### config.mk
export PLATFORM = sky130hd
export DESIGN_NAME = bewr_converter
export DESIGN_NICKNAME = d
export VERILOG_FILES = /design/src/rtl/bewr_pkg.sv /design/src/rtl/bewr_span_decode.sv /design/src/rtl/bewr_hdr_build.sv /design/src/rtl/bewr_dw_select.sv /design/src/rtl/bewr_converter.sv
export SDC_FILE = /design/constraint.sdc
export NUM_CORES = 1
export LEC_CHECK = 0
export ABC_AREA = 1
export BUFFER_PORTS_ARGS = -buffer_cell sky130_fd_sc_hd__buf_4
export CAP_MARGIN = 5
export CORE_UTILIZATION = 50
export CTS_BUF_LIST = sky130_fd_sc_hd__clkbuf_8
export CTS_CLUSTER_DIAMETER = 80
export DETAILED_ROUTE_END_ITERATION = 10
export GPL_TIMING_DRIVEN = 0
export PLACE_DENSITY = 0.78
export SYNTH_ARGS = -nofsm -noshare
export SYNTH_HDL_FRONTEND = slang
export SYNTH_HIERARCHICAL = 1
export SYNTH_SLANG_ARGS = --single-unit
export TNS_END_PERCENT = 30
### constraint.sdc
create_clock -name clk -period 1.55 [get_ports clk]
set_clock_uncertainty 0.2 [all_clocks]
set_input_delay 0.155 -clock clk [delete_from_list [all_inputs] [get_ports clk]]
set_output_delay 0.155 -clock clk [all_outputs]
set_load 0.01 [all_outputs]
### src/rtl/bewr_pkg.sv
package bewr_pkg;

  typedef enum logic [1:0] {
    ST_IDLE = 2'd0,
    ST_HDR  = 2'd1,
    ST_DATA = 2'd2
  } conv_state_e;

endpackage

### src/rtl/bewr_span_decode.sv
module bewr_span_decode #(
  parameter int NDW  = 4,
  parameter int BEW  = NDW * 4,
  parameter int IDXW = (NDW > 1) ? $clog2(NDW) : 1,
  parameter int LENW = $clog2(NDW + 1)
) (
  input  logic [BEW-1:0]  be,
  output logic            be_empty,
  output logic            be_contig,
  output logic [IDXW-1:0] lo_idx,
  output logic [IDXW-1:0] hi_idx,
  output logic [LENW-1:0] span_len,
  output logic [3:0]      lo_nib,
  output logic [3:0]      hi_nib
);

  logic [NDW-1:0] dw_active;

  for (genvar k = 0; k < NDW; k++) begin : g_act
    assign dw_active[k] = |be[4*k +: 4];
  end

  // A run is contiguous when adding its lowest set bit clears the whole run.
  function automatic logic f_contig(input logic [BEW-1:0] v);
    logic [BEW:0] x;
    logic [BEW:0] low;
    logic [BEW:0] sum;
    x   = {1'b0, v};
    low = x & (~x + {{BEW{1'b0}}, 1'b1});
    sum = x + low;
    return (sum & x) == '0;
  endfunction

  function automatic logic [IDXW-1:0] f_lowest(input logic [NDW-1:0] a);
    logic [IDXW-1:0] r;
    r = '0;
    for (int i = NDW - 1; i >= 0; i--) begin
      if (a[i]) r = IDXW'(i);
    end
    return r;
  endfunction

  function automatic logic [IDXW-1:0] f_highest(input logic [NDW-1:0] a);
    logic [IDXW-1:0] r;
    r = '0;
    for (int i = 0; i < NDW; i++) begin
      if (a[i]) r = IDXW'(i);
    end
    return r;
  endfunction

  always_comb begin
    be_empty  = (be == '0);
    be_contig = f_contig(be);
    lo_idx    = f_lowest(dw_active);
    hi_idx    = f_highest(dw_active);
    span_len  = LENW'(hi_idx) - LENW'(lo_idx) + LENW'(1);
    lo_nib    = be[4*lo_idx +: 4];
    hi_nib    = be[4*hi_idx +: 4];
  end

endmodule

### src/rtl/bewr_hdr_build.sv
module bewr_hdr_build #(
  parameter int AW   = 32,
  parameter int IDXW = 2,
  parameter int LENW = 3
) (
  input  logic [AW-1:0]   beat_addr,
  input  logic [IDXW-1:0] lo_idx,
  input  logic [LENW-1:0] span_len,
  input  logic [3:0]      lo_nib,
  input  logic [3:0]      hi_nib,
  output logic [AW-1:0]   req_addr,
  output logic [3:0]      first_be,
  output logic [3:0]      last_be
);

  function automatic logic [AW-1:0] f_dw_addr(input logic [AW-1:0] a,
                                               input logic [IDXW-1:0] idx);
    logic [AW-1:0] base;
    base = {a[AW-1:2], 2'b00};
    return base + (AW'(idx) << 2);
  endfunction

  always_comb begin
    req_addr = f_dw_addr(beat_addr, lo_idx);
    first_be = lo_nib;
    last_be  = (span_len == LENW'(1)) ? 4'b0000 : hi_nib;
  end

endmodule

### src/rtl/bewr_dw_select.sv
module bewr_dw_select #(
  parameter int NDW  = 4,
  parameter int IDXW = 2
) (
  input  logic [NDW*32-1:0] beat,
  input  logic [IDXW-1:0]   idx,
  output logic [31:0]       dw
);

  logic [31:0] lanes [NDW];

  for (genvar k = 0; k < NDW; k++) begin : g_lane
    assign lanes[k] = beat[32*k +: 32];
  end

  assign dw = lanes[idx];

endmodule

### src/rtl/bewr_converter.sv
module bewr_converter
  import bewr_pkg::*;
#(
  parameter int AW  = 32,
  parameter int DBW = 128,
  parameter int BCW = 4
) (
  input  logic             clk,
  input  logic             rst_n,
  input  logic             wr_valid,
  output logic             wr_ready,
  input  logic [AW-1:0]    wr_addr,
  input  logic [DBW/8-1:0] wr_be,
  input  logic [BCW-1:0]   wr_burst,
  input  logic [DBW-1:0]   wr_data,
  output logic             pkt_valid,
  input  logic             pkt_ready,
  output logic             pkt_is_hdr,
  output logic [AW-1:0]    pkt_addr,
  output logic [$clog2(DBW/32+1)-1:0] pkt_len,
  output logic [3:0]       pkt_first_be,
  output logic [3:0]       pkt_last_be,
  output logic [31:0]      pkt_dw,
  output logic             pkt_eop,
  output logic             req_err
);

  localparam int NDW  = DBW / 32;
  localparam int BEW  = DBW / 8;
  localparam int IDXW = (NDW > 1) ? $clog2(NDW) : 1;
  localparam int LENW = $clog2(NDW + 1);

  conv_state_e state_q, state_d;

  // decode of the incoming beat
  logic            be_empty, be_contig;
  logic [IDXW-1:0] lo_idx, hi_idx;
  logic [LENW-1:0] span_len;
  logic [3:0]      lo_nib, hi_nib;
  logic [AW-1:0]   hb_addr;
  logic [3:0]      hb_first, hb_last;

  // captured request
  logic [DBW-1:0]  data_q;
  logic [IDXW-1:0] lo_q;
  logic [LENW-1:0] len_q;
  logic [LENW-1:0] cnt_q;
  logic [AW-1:0]   addr_q;
  logic [3:0]      first_q, last_q;
  logic            err_q;
  logic [31:0]     sel_dw;

  // named events
  logic ev_accept, ev_burst_ok, ev_convert, ev_refuse, ev_take, ev_last_beat;

  bewr_span_decode #(
    .NDW (NDW), .BEW (BEW), .IDXW (IDXW), .LENW (LENW)
  ) u_decode (
    .be        (wr_be),
    .be_empty  (be_empty),
    .be_contig (be_contig),
    .lo_idx    (lo_idx),
    .hi_idx    (hi_idx),
    .span_len  (span_len),
    .lo_nib    (lo_nib),
    .hi_nib    (hi_nib)
  );

  bewr_hdr_build #(
    .AW (AW), .IDXW (IDXW), .LENW (LENW)
  ) u_hdr (
    .beat_addr (wr_addr),
    .lo_idx    (lo_idx),
    .span_len  (span_len),
    .lo_nib    (lo_nib),
    .hi_nib    (hi_nib),
    .req_addr  (hb_addr),
    .first_be  (hb_first),
    .last_be   (hb_last)
  );

  bewr_dw_select #(
    .NDW (NDW), .IDXW (IDXW)
  ) u_sel (
    .beat (data_q),
    .idx  (lo_q + IDXW'(cnt_q)),
    .dw   (sel_dw)
  );

  assign wr_ready     = (state_q == ST_IDLE);
  assign ev_accept    = wr_valid && wr_ready;
  assign ev_burst_ok  = (wr_burst == BCW'(1));
  assign ev_convert   = ev_accept && ev_burst_ok && !be_empty && be_contig;
  assign ev_refuse    = ev_accept && (!ev_burst_ok || (!be_empty && !be_contig));
  assign ev_take      = pkt_valid && pkt_ready;
  assign ev_last_beat = (state_q == ST_DATA) && (cnt_q == len_q - LENW'(1));

  always_comb begin
    state_d = state_q;
    unique case (state_q)
      ST_IDLE: if (ev_convert) state_d = ST_HDR;
      ST_HDR:  if (ev_take)    state_d = ST_DATA;
      ST_DATA: if (ev_take && ev_last_beat) state_d = ST_IDLE;
      default: state_d = ST_IDLE;
    endcase
  end

  always_ff @(posedge clk or negedge rst_n) begin
    if (!rst_n) begin
      state_q <= ST_IDLE;
      data_q  <= '0;
      lo_q    <= '0;
      len_q   <= '0;
      cnt_q   <= '0;
      addr_q  <= '0;
      first_q <= '0;
      last_q  <= '0;
      err_q   <= 1'b0;
    end else begin
      state_q <= state_d;
      err_q   <= ev_refuse;
      if (ev_convert) begin
        data_q  <= wr_data;
        lo_q    <= lo_idx;
        len_q   <= span_len;
        addr_q  <= hb_addr;
        first_q <= hb_first;
        last_q  <= hb_last;
        cnt_q   <= '0;
      end else if (state_q == ST_DATA && ev_take && !ev_last_beat) begin
        cnt_q <= cnt_q + LENW'(1);
      end
    end
  end

  assign pkt_valid    = (state_q != ST_IDLE);
  assign pkt_is_hdr   = (state_q == ST_HDR);
  assign pkt_addr     = addr_q;
  assign pkt_len      = len_q;
  assign pkt_first_be = first_q;
  assign pkt_last_be  = last_q;
  assign pkt_dw       = (state_q == ST_DATA) ? sel_dw : 32'h0;
  assign pkt_eop      = ev_last_beat;
  assign req_err      = err_q;

  // assertions
  AST_RESET_IDLE: assert property (@(posedge clk) !rst_n |=> wr_ready && !pkt_valid && !req_err);

  AST_HDR_AFTER_ACCEPT: assert property (@(posedge clk) disable iff (!rst_n)
    ev_convert |=> pkt_valid && pkt_is_hdr);

  AST_BUSY_BLOCKS_INPUT: assert property (@(posedge clk) disable iff (!rst_n)
    pkt_valid |-> !wr_ready);

  AST_HOLD_ON_STALL: assert property (@(posedge clk) disable iff (!rst_n)
    pkt_valid && !pkt_ready |=> pkt_valid && $stable(pkt_is_hdr) && $stable(pkt_dw)
      && $stable(pkt_addr) && $stable(pkt_len) && $stable(pkt_eop));

  AST_LEN_RANGE: assert property (@(posedge clk) disable iff (!rst_n)
    pkt_is_hdr |-> pkt_len >= LENW'(1) && pkt_len <= LENW'(NDW));

  AST_FIRST_BE_SET: assert property (@(posedge clk) disable iff (!rst_n)
    pkt_is_hdr |-> pkt_first_be != 4'b0000);

  AST_LAST_BE_SHORT: assert property (@(posedge clk) disable iff (!rst_n)
    pkt_is_hdr && pkt_len == LENW'(1) |-> pkt_last_be == 4'b0000);

  AST_ADDR_ALIGNED: assert property (@(posedge clk) disable iff (!rst_n)
    pkt_valid |-> pkt_addr[1:0] == 2'b00);

  AST_EOP_ON_DATA: assert property (@(posedge clk) disable iff (!rst_n)
    pkt_eop |-> pkt_valid && !pkt_is_hdr);

  AST_EOP_ENDS: assert property (@(posedge clk) disable iff (!rst_n)
    pkt_eop && pkt_ready |=> !pkt_valid);

  AST_ERR_NO_PKT: assert property (@(posedge clk) disable iff (!rst_n)
    req_err |-> !pkt_valid && wr_ready);

  AST_ERR_FROM_REFUSE: assert property (@(posedge clk) disable iff (!rst_n)
    ev_refuse |=> req_err);

endmodule

# Word-level counts from Yosys, hierarchy flattened
# Index checks and enable logic that the tools add are counted.
# W data, S select, Z words.
dict set report totals {
  regBits 179
  inputBits 184
  out_inout_bits 80
  word_cells 76
}
dict set report classes {
  add_sub_neg 8
  magnitude_cmp 1
  eq_ne 8
  shift 2
  n_mux 18
  bitwise 4
  reduce_logical 26
}
# cell count
set ops {}
lappend ops {{$mux W32} 3}
lappend ops {{$bmux W32 S2} 1}
lappend ops {{$add A32 B4 Y32} 1}
lappend ops {{$shiftx A16 B5 Y4} 2}
lappend ops {{$mux W2} 9}
lappend ops {{$add A16 B17 Y17} 1}
lappend ops {{$add A17 B1 Y17 const B} 1}
lappend ops {{$and A16 B17 Y17} 1}
lappend ops {{$and A17 B16 Y17} 1}
lappend ops {{$logic_not A17 Y1} 1}
lappend ops {{$not A16 Y17} 1}
lappend ops {{$logic_not A16 Y1} 1}
lappend ops {{$reduce_or A4 Y1} 4}
lappend ops {{$logic_and A1 B1 Y1} 11}
lappend ops {{$add A3 B1 Y3 const B} 2}
lappend ops {{$mux W3} 2}
lappend ops {{$ne A2 B1 Y1 const B} 3}
lappend ops {{$pmux W2 S3} 1}
lappend ops {{$eq A4 B1 Y1 const B} 1}
lappend ops {{$logic_not A1 Y1} 4}
lappend ops {{$mux W4} 1}
lappend ops {{$reduce_bool A2 Y1} 2}
lappend ops {{$eq A3 B1 Y1 const B} 1}
lappend ops {{$eq A3 B3 Y1} 1}
lappend ops {{other kinds (11)} 11}

# Depth between registers and ports, before layout
dict set report logic_depth {
  word_depth 10
  mapped_depth 19
  ltp_nobuf 17
}

# Modules after synthesis
# Netlist, hierarchy kept.
# module instances cells_each area_per_inst_um2 seq_area_each_um2
set by_module_without_submodules {}
lappend by_module_without_submodules {bewr_converter 1 867 7457.2 4479.3}
lappend by_module_without_submodules {bewr_dw_select 1 374 1562.7 0.0}
lappend by_module_without_submodules {bewr_span_decode 1 198 1003.5 0.0}
lappend by_module_without_submodules {bewr_hdr_build 1 196 965.9 0.0}

# Worst setup path before layout
# Ideal clock, no wire load.
dict set report synth_timing {
  kind {input port to flip-flop}
  startpoint {input wr_be[5]}
  endpoint {register last_q[3], in the netlist pkt_last_be[3]}
  setup_time_ns 0.130
  t_arrival_ns 2.207
  setup_slack_ns -0.987
  cell_stages 13
  cell_sequence {nor2_2 nand2_2 inv_1 nand2_1 nor2_1 ha_1 inv_1 ha_1 or3b_2 nand2_1 inv_1 inv_1 o21ai_0}
}
dict set report synth_between {
  elab_cells_between_ends 21
}
# element line
set synth_rtl {}
lappend synth_rtl {{start: declaration} bewr_converter.sv:13} ;# input logic [DBW/8-1:0] wr_be,
lappend synth_rtl {{$reduce_or A4 Y1} bewr_span_decode.sv:20} ;# assign dw_active[k] = |be[4*k +: 4];
lappend synth_rtl {{$mux W2 (2 in series)} bewr_span_decode.sv:38} ;# if (a[i]) r = IDXW'(i);
lappend synth_rtl {{net lo_idx[1]} bewr_converter.sv:37} ;# logic [IDXW-1:0] lo_idx, hi_idx;
lappend synth_rtl {{$sub A2 B2 Y3} bewr_span_decode.sv:57} ;# span_len = LENW'(hi_idx) - LENW'(lo_idx) + LENW'(1);
lappend synth_rtl {{$add A3 B1 Y3} bewr_span_decode.sv:57}
lappend synth_rtl {{net span_len[1]} bewr_converter.sv:38} ;# logic [LENW-1:0] span_len;
lappend synth_rtl {{$eq A3 B1 Y1} bewr_hdr_build.sv:26} ;# last_be = (span_len == LENW'(1)) ? 4'b0000 : hi_nib;
lappend synth_rtl {{$mux W4} bewr_hdr_build.sv:26}
lappend synth_rtl {{net hb_last[3]} bewr_converter.sv:41} ;# logic [3:0] hb_first, hb_last;
lappend synth_rtl {{end signal: assignment} bewr_converter.sv:128} ;# last_q <= hb_last;
lappend synth_rtl {{end: declaration} bewr_converter.sv:49} ;# logic [3:0] first_q, last_q;
# The timed path passes the listed nets, and every way through them passes these cells.
# A chain may end at the register's enable or synchronous reset.

# Worst setup path in the final report
dict set report layout_timing {
  startpoint {register cnt_q[1]}
  endpoint {output pkt_dw[0]}
}
dict set report layout_between {
  elab_chain_len 6
}
# element line
set layout_rtl {}
lappend layout_rtl {{start: declaration} bewr_converter.sv:47} ;# logic [LENW-1:0] cnt_q;
lappend layout_rtl {{start signal: assignment} bewr_converter.sv:131} ;# cnt_q <= cnt_q + LENW'(1);
lappend layout_rtl {{$add A2 B2 Y2} bewr_converter.sv:86} ;# .idx (lo_q + IDXW'(cnt_q)),
lappend layout_rtl {{$not A2 Y3 (implied by the code)} bewr_dw_select.sv:16} ;# assign dw = lanes[idx];
lappend layout_rtl {{$bmux W32 S2} bewr_dw_select.sv:16}
lappend layout_rtl {{$mux W32 (implied by the code) (2 in series)} bewr_dw_select.sv:16}
lappend layout_rtl {{net sel_dw[0]} bewr_converter.sv:51} ;# logic [31:0] sel_dw;
lappend layout_rtl {{$mux W32} bewr_converter.sv:142} ;# assign pkt_dw = (state_q == ST_DATA) ? sel_dw : 32'h0;
lappend layout_rtl {{end: declaration} bewr_converter.sv:23} ;# output logic [31:0] pkt_dw,
# The timed path passes the listed nets, and every way through them passes these cells. The select of a mux whose other input is x is not followed.

==> parameters.txt <==
Parameter                              Value

Outcome
  Result of the run ... finished, violations left
  Failing checks ... design-rule violations, negative hold slack, negative setup slack

Logic synthesis
  Top cell types by occurrence after synthesis ... nand2_1, inv_1, dfrtp_1, o21ai_1, nor2_1
  Share of synthesized registers carrying an async set or reset ... 100%
  Post-synth EDFFs ... 0
  Netlist Area Pre-Place ... between 0.01 and 0.015 sq mm
  FF+latch count, synth ... 179
  Share of synthesized area occupied by flip-flops and latches ... 40.8%
  Post-Syn Instances ... 1635
  Most area-consuming cells after synthesis ... dfrtp_1, nand2_1, inv_1
  Mapped Avg Cell Area ... 6.72 sq um
  Distinct cell type count after synthesis ... 34
  Top-area cell type share of the netlist area ... 40.8%
  Ys flop type ... dfrtp_1
  Synth warn ... 6
  Area leader, netlist ... dfrtp_1
  Most used standard cell by instance count after synthesis ... nand2_1

Timing
  RSZ-0062 raised after global routing ... true
  Portion of the clock cycle consumed by the worst path in the final layout ... 172%
  Fin Hold WS ... -0.164 ns
  Max Clock Freq ... 0.376 GHz
  Max transition margin ... 56.6%
  Max Slew Vio Count ... 0
  Final Worst Setup Slack ... -1.11 ns
  Number of endpoints failing setup at the final stage ... about 220
  Hold violation total from the final report ... 52
  Final critical delay including setup and external delays ... 2.66 ns
  Sum of negative setup slack ... -137.14 ns
  Worst Tran Pin Value ... 0.652 ns

Floorplanning
  Row count ... 53
  Die area ... approximately 0.023 sq mm
  Height of the die ... approximately 150 um
  Starting Density ... 51.6%
  I/O pin total ... about 260
  Area of the placeable core ... between 0.02 and 0.025 sq mm
  Die width ... 150 um

Critical path
  Launch point of the worst reg-to-reg path ... state_q[1]
  Critical path type ... flop to output port
  Worst Setup End Kind ... output port
  Length in cells of the worst reg-to-reg path ... 9
  Capture instance of the worst register-to-register path ... data_q[11]
  Data arrival time of the worst path ... between 2 and 2.5 ns
  Critical Path End ... pkt_dw[0]
  Crit path from ... cnt_q[1]
  Data required time at the worst endpoint ... approximately 1.2 ns
  Largest fanout of any net on the critical path ... 7
  Setup slack on the worst flop-to-flop path ... -0.45 ns
  Kind of start point of the critical path ... flop

Clock tree
  Latest clock arrival within the worst-skew pair ... 0.48 ns
  Deepest level of the CTS H-tree ... 4
  TritonCTS clock tree ... built
  Root cell of the clock tree ... clkbuf_8
  Number of buffers created by CTS ... 17
  Max clock buf depth ... 2
  Clock Sinks ... between 150 and 200
  Clock input transition at the sequential cells of the worst setup and hold paths ... 0.11 ns

Cells and area
  Reg area ... 0.00448 sq mm
  Layout Area Growth over Synthesis ... 59.9%
  Number of standard cells in the layout, taps in and fillers out ... 2416
  Fill cell count ... 1223
  Final Net Count ... 2321
  Number of inserted diodes ... 0
  Fraction of layout cells with a size suffix above 1 ... around a third
  Area taken by multi-input logic gates ... 0.00560 sq mm

Routing
  Iteration count of the initial detailed-routing pass ... 11
  Number of remaining DRC errors ... 1
  Average wire length per cell after detail routing ... between 15 and 20 um
  Drt initial violations ... between 1000 and 1500
  Antenna Nets Post-Route ... 0
  DR vias/cell ... approximately 5.4
  Via Count ... about 13000
  Aggregate routed wire length ... 43.8 mm

Place
  HPWL after DPL ... 24.7 mm
  Total instance count after detailed placement ... 2172
  Routability congestion estimate from global placement ... approximately 0.94
  Setup slack after placement ... -1.37 ns
  Port buffer count ... between 200 and 300

Power and ir drop
  Share of power burned in registers ... between 40 and 50%
  Pwr per Cell Area ... 545 mW/mm^2
  Sw Pwr ... about 0.0027 W
  Design internal power ... 0.00683 W
  Fraction of power consumed by the clock network ... 36.1%
  Fraction of power consumed by combinational cells ... 15.1%
  Worst-case vdd ir drop ... 543 uV
  Fraction of power spent switching nets ... 28.7%
  Static Leakage ... just over 9 nW

Global route
  Global-route congestion overflow total ... 0
  Vias in the first global route ... 12100
  Global-route total usage across every layer ... between 30 and 40%
  Largest net degree at the start of global routing ... between 100 and 150
  Initial antenna violation count ... 0
  Global-route wire length before repair ... 59.4 mm

Job
  Max_cap viols ... 0

Hold path
  Hold WC Path Type ... input pin to flop
==> logic make-up after synthesis <==
kind of cell               count (synthesis)  share of synthesized area, %
DFF                                      179                          40.8
xor gates and xnor gates                  20                          1.59
other                                      1                        0.0341
AOI/OAI and AO/OA                        208                          9.93
buffers and inverters                    475                          18.1
and+or+nand+nor                          743                          28.5
adders and majority gates                  9                          1.09
==> power by group through the flow <==
stage          sequential [W]  clock, W  combinational (W)
4_1_cts               0.00467   0.00343            0.00134
5_1_grt               0.00467   0.00362            0.00156
2_1_floorplan         0.00477         0           0.000350
3_5_place_dp          0.00476         0           0.000968
3_3_place_gp          0.00476         0           0.000952
6_report              0.00467   0.00346            0.00144
==> sequential cells by signal, summed over array words and instances, names as in the netlist <==
name,cells
cnt_q,3
pkt_last_be,4
lo_q,2
pkt_len,3
data_q,128
req_err,1
pkt_first_be,4
pkt_addr,32
state_q,2
==> per-layer routing <==
layer  vias to the layer above  wire, um  track usage (%)
met5                         -         0                0
met2                       849     21500             59.1
li1                       5846         -                -
met4                         0      2260             13.9
met3                       221      3940             7.48
met1                      6058     16100             40.8
==> cells in the final DEF (no fill, tap or decap), types with 8 or more instances in the layout <==
cell type | Yosys | routed
xor2_1 | 11 | 11
nand3_2 | 6 | 29
dlygate4sd3_1 | 0 | 162
nor2_1 | 114 | 94
nand3b_1 | 13 | 13
nand2_1 | 484 | 390
nand2_4 | 2 | 28
nand3_1 | 85 | 52
nor2_2 | 8 | 17
clkbuf_8 | 0 | 19
buf_6 | 18 | 24
o211ai_1 | 12 | 12
inv_1 | 397 | 374
nand3_4 | 0 | 10
buf_8 | 0 | 18
nand2_2 | 10 | 78
o21ai_2 | 3 | 84
dfrtp_1 | 179 | 178
nor2_4 | 7 | 18
buf_12 | 0 | 9
buf_4 | 12 | 288
nand4_1 | 9 | 9
clkbuf_16 | 0 | 21
buf_2 | 21 | 11
a21oi_1 | 9 | 8
o21ai_1 | 119 | 94
inv_2 | 8 | 26
==> stage by stage <==
stage	hold WS [ns]	power [W]	cell area [sq um]	utilization [%]
4_1_cts	-0.210	0.00945	16300	76.7
2_1_floorplan	-0.341	0.00512	11100	-
6_report	-0.164	0.00957	17600	82.6
5_1_grt	-0.148	0.00986	17600	82.6
3_3_place_gp	0.168	0.00572	13400	63.1
3_5_place_dp	-0.0831	0.00573	13500	63.2
==> final cells by class <==
| type | count | area share, % |
|---|---|---|
| plain buffers | 70 | 4.82 |
| clock inverters | 14 | 0.947 |
| inverters | 405 | 8.74 |
| well taps | 275 | 1.96 |
| repair buffers | 473 | 24.8 |
| clock buffers | 18 | 1.41 |
| flip-flops and latches | 179 | 25.5 |
| multi-input cells | 982 | 31.9 |
==> critical path, stage by stage, from the launching register on <==
cell and delay, ns:
dfrtp_1 0.43, xnor2_2 0.21, xnor2_2 0.14, buf_6 0.15, clkinvlp_4 0.11, buf_12 0.16, clkbuf_16 0.16, nand3_2 0.08
nand2_1 0.08, inv_1 0.07, nor2_1 0.05, buf_4 0.17
==> how the worst min path moves through the flow <==
stage / depth (start not counted) / end / slack (ns) / startpoint
2_1_floorplan: 0 / cnt_q[0] / -0.34 / rst_n
3_3_place_gp: 3 / state_q[1] / 0.17 / pkt_ready
3_5_place_dp: 1 / data_q[22] / -0.08 / rst_n
4_1_cts: 5 / req_err / -0.21 / wr_valid
5_1_grt: 4 / pkt_addr[2] / -0.15 / wr_addr[2]
6_report: 5 / req_err / -0.16 / wr_burst[1]
==> what timing repair did <==
item                       in CTS  in global routing
gates cloned                    6                 13
setup buffers                  22                  9
hold buffers                  161                  1
pin swaps                       9                 65
setup endpoints to repair     215                215
gates resized for setup       195                253
hold endpoints to repair      346                 11
(Power assumes the default switching activity.)
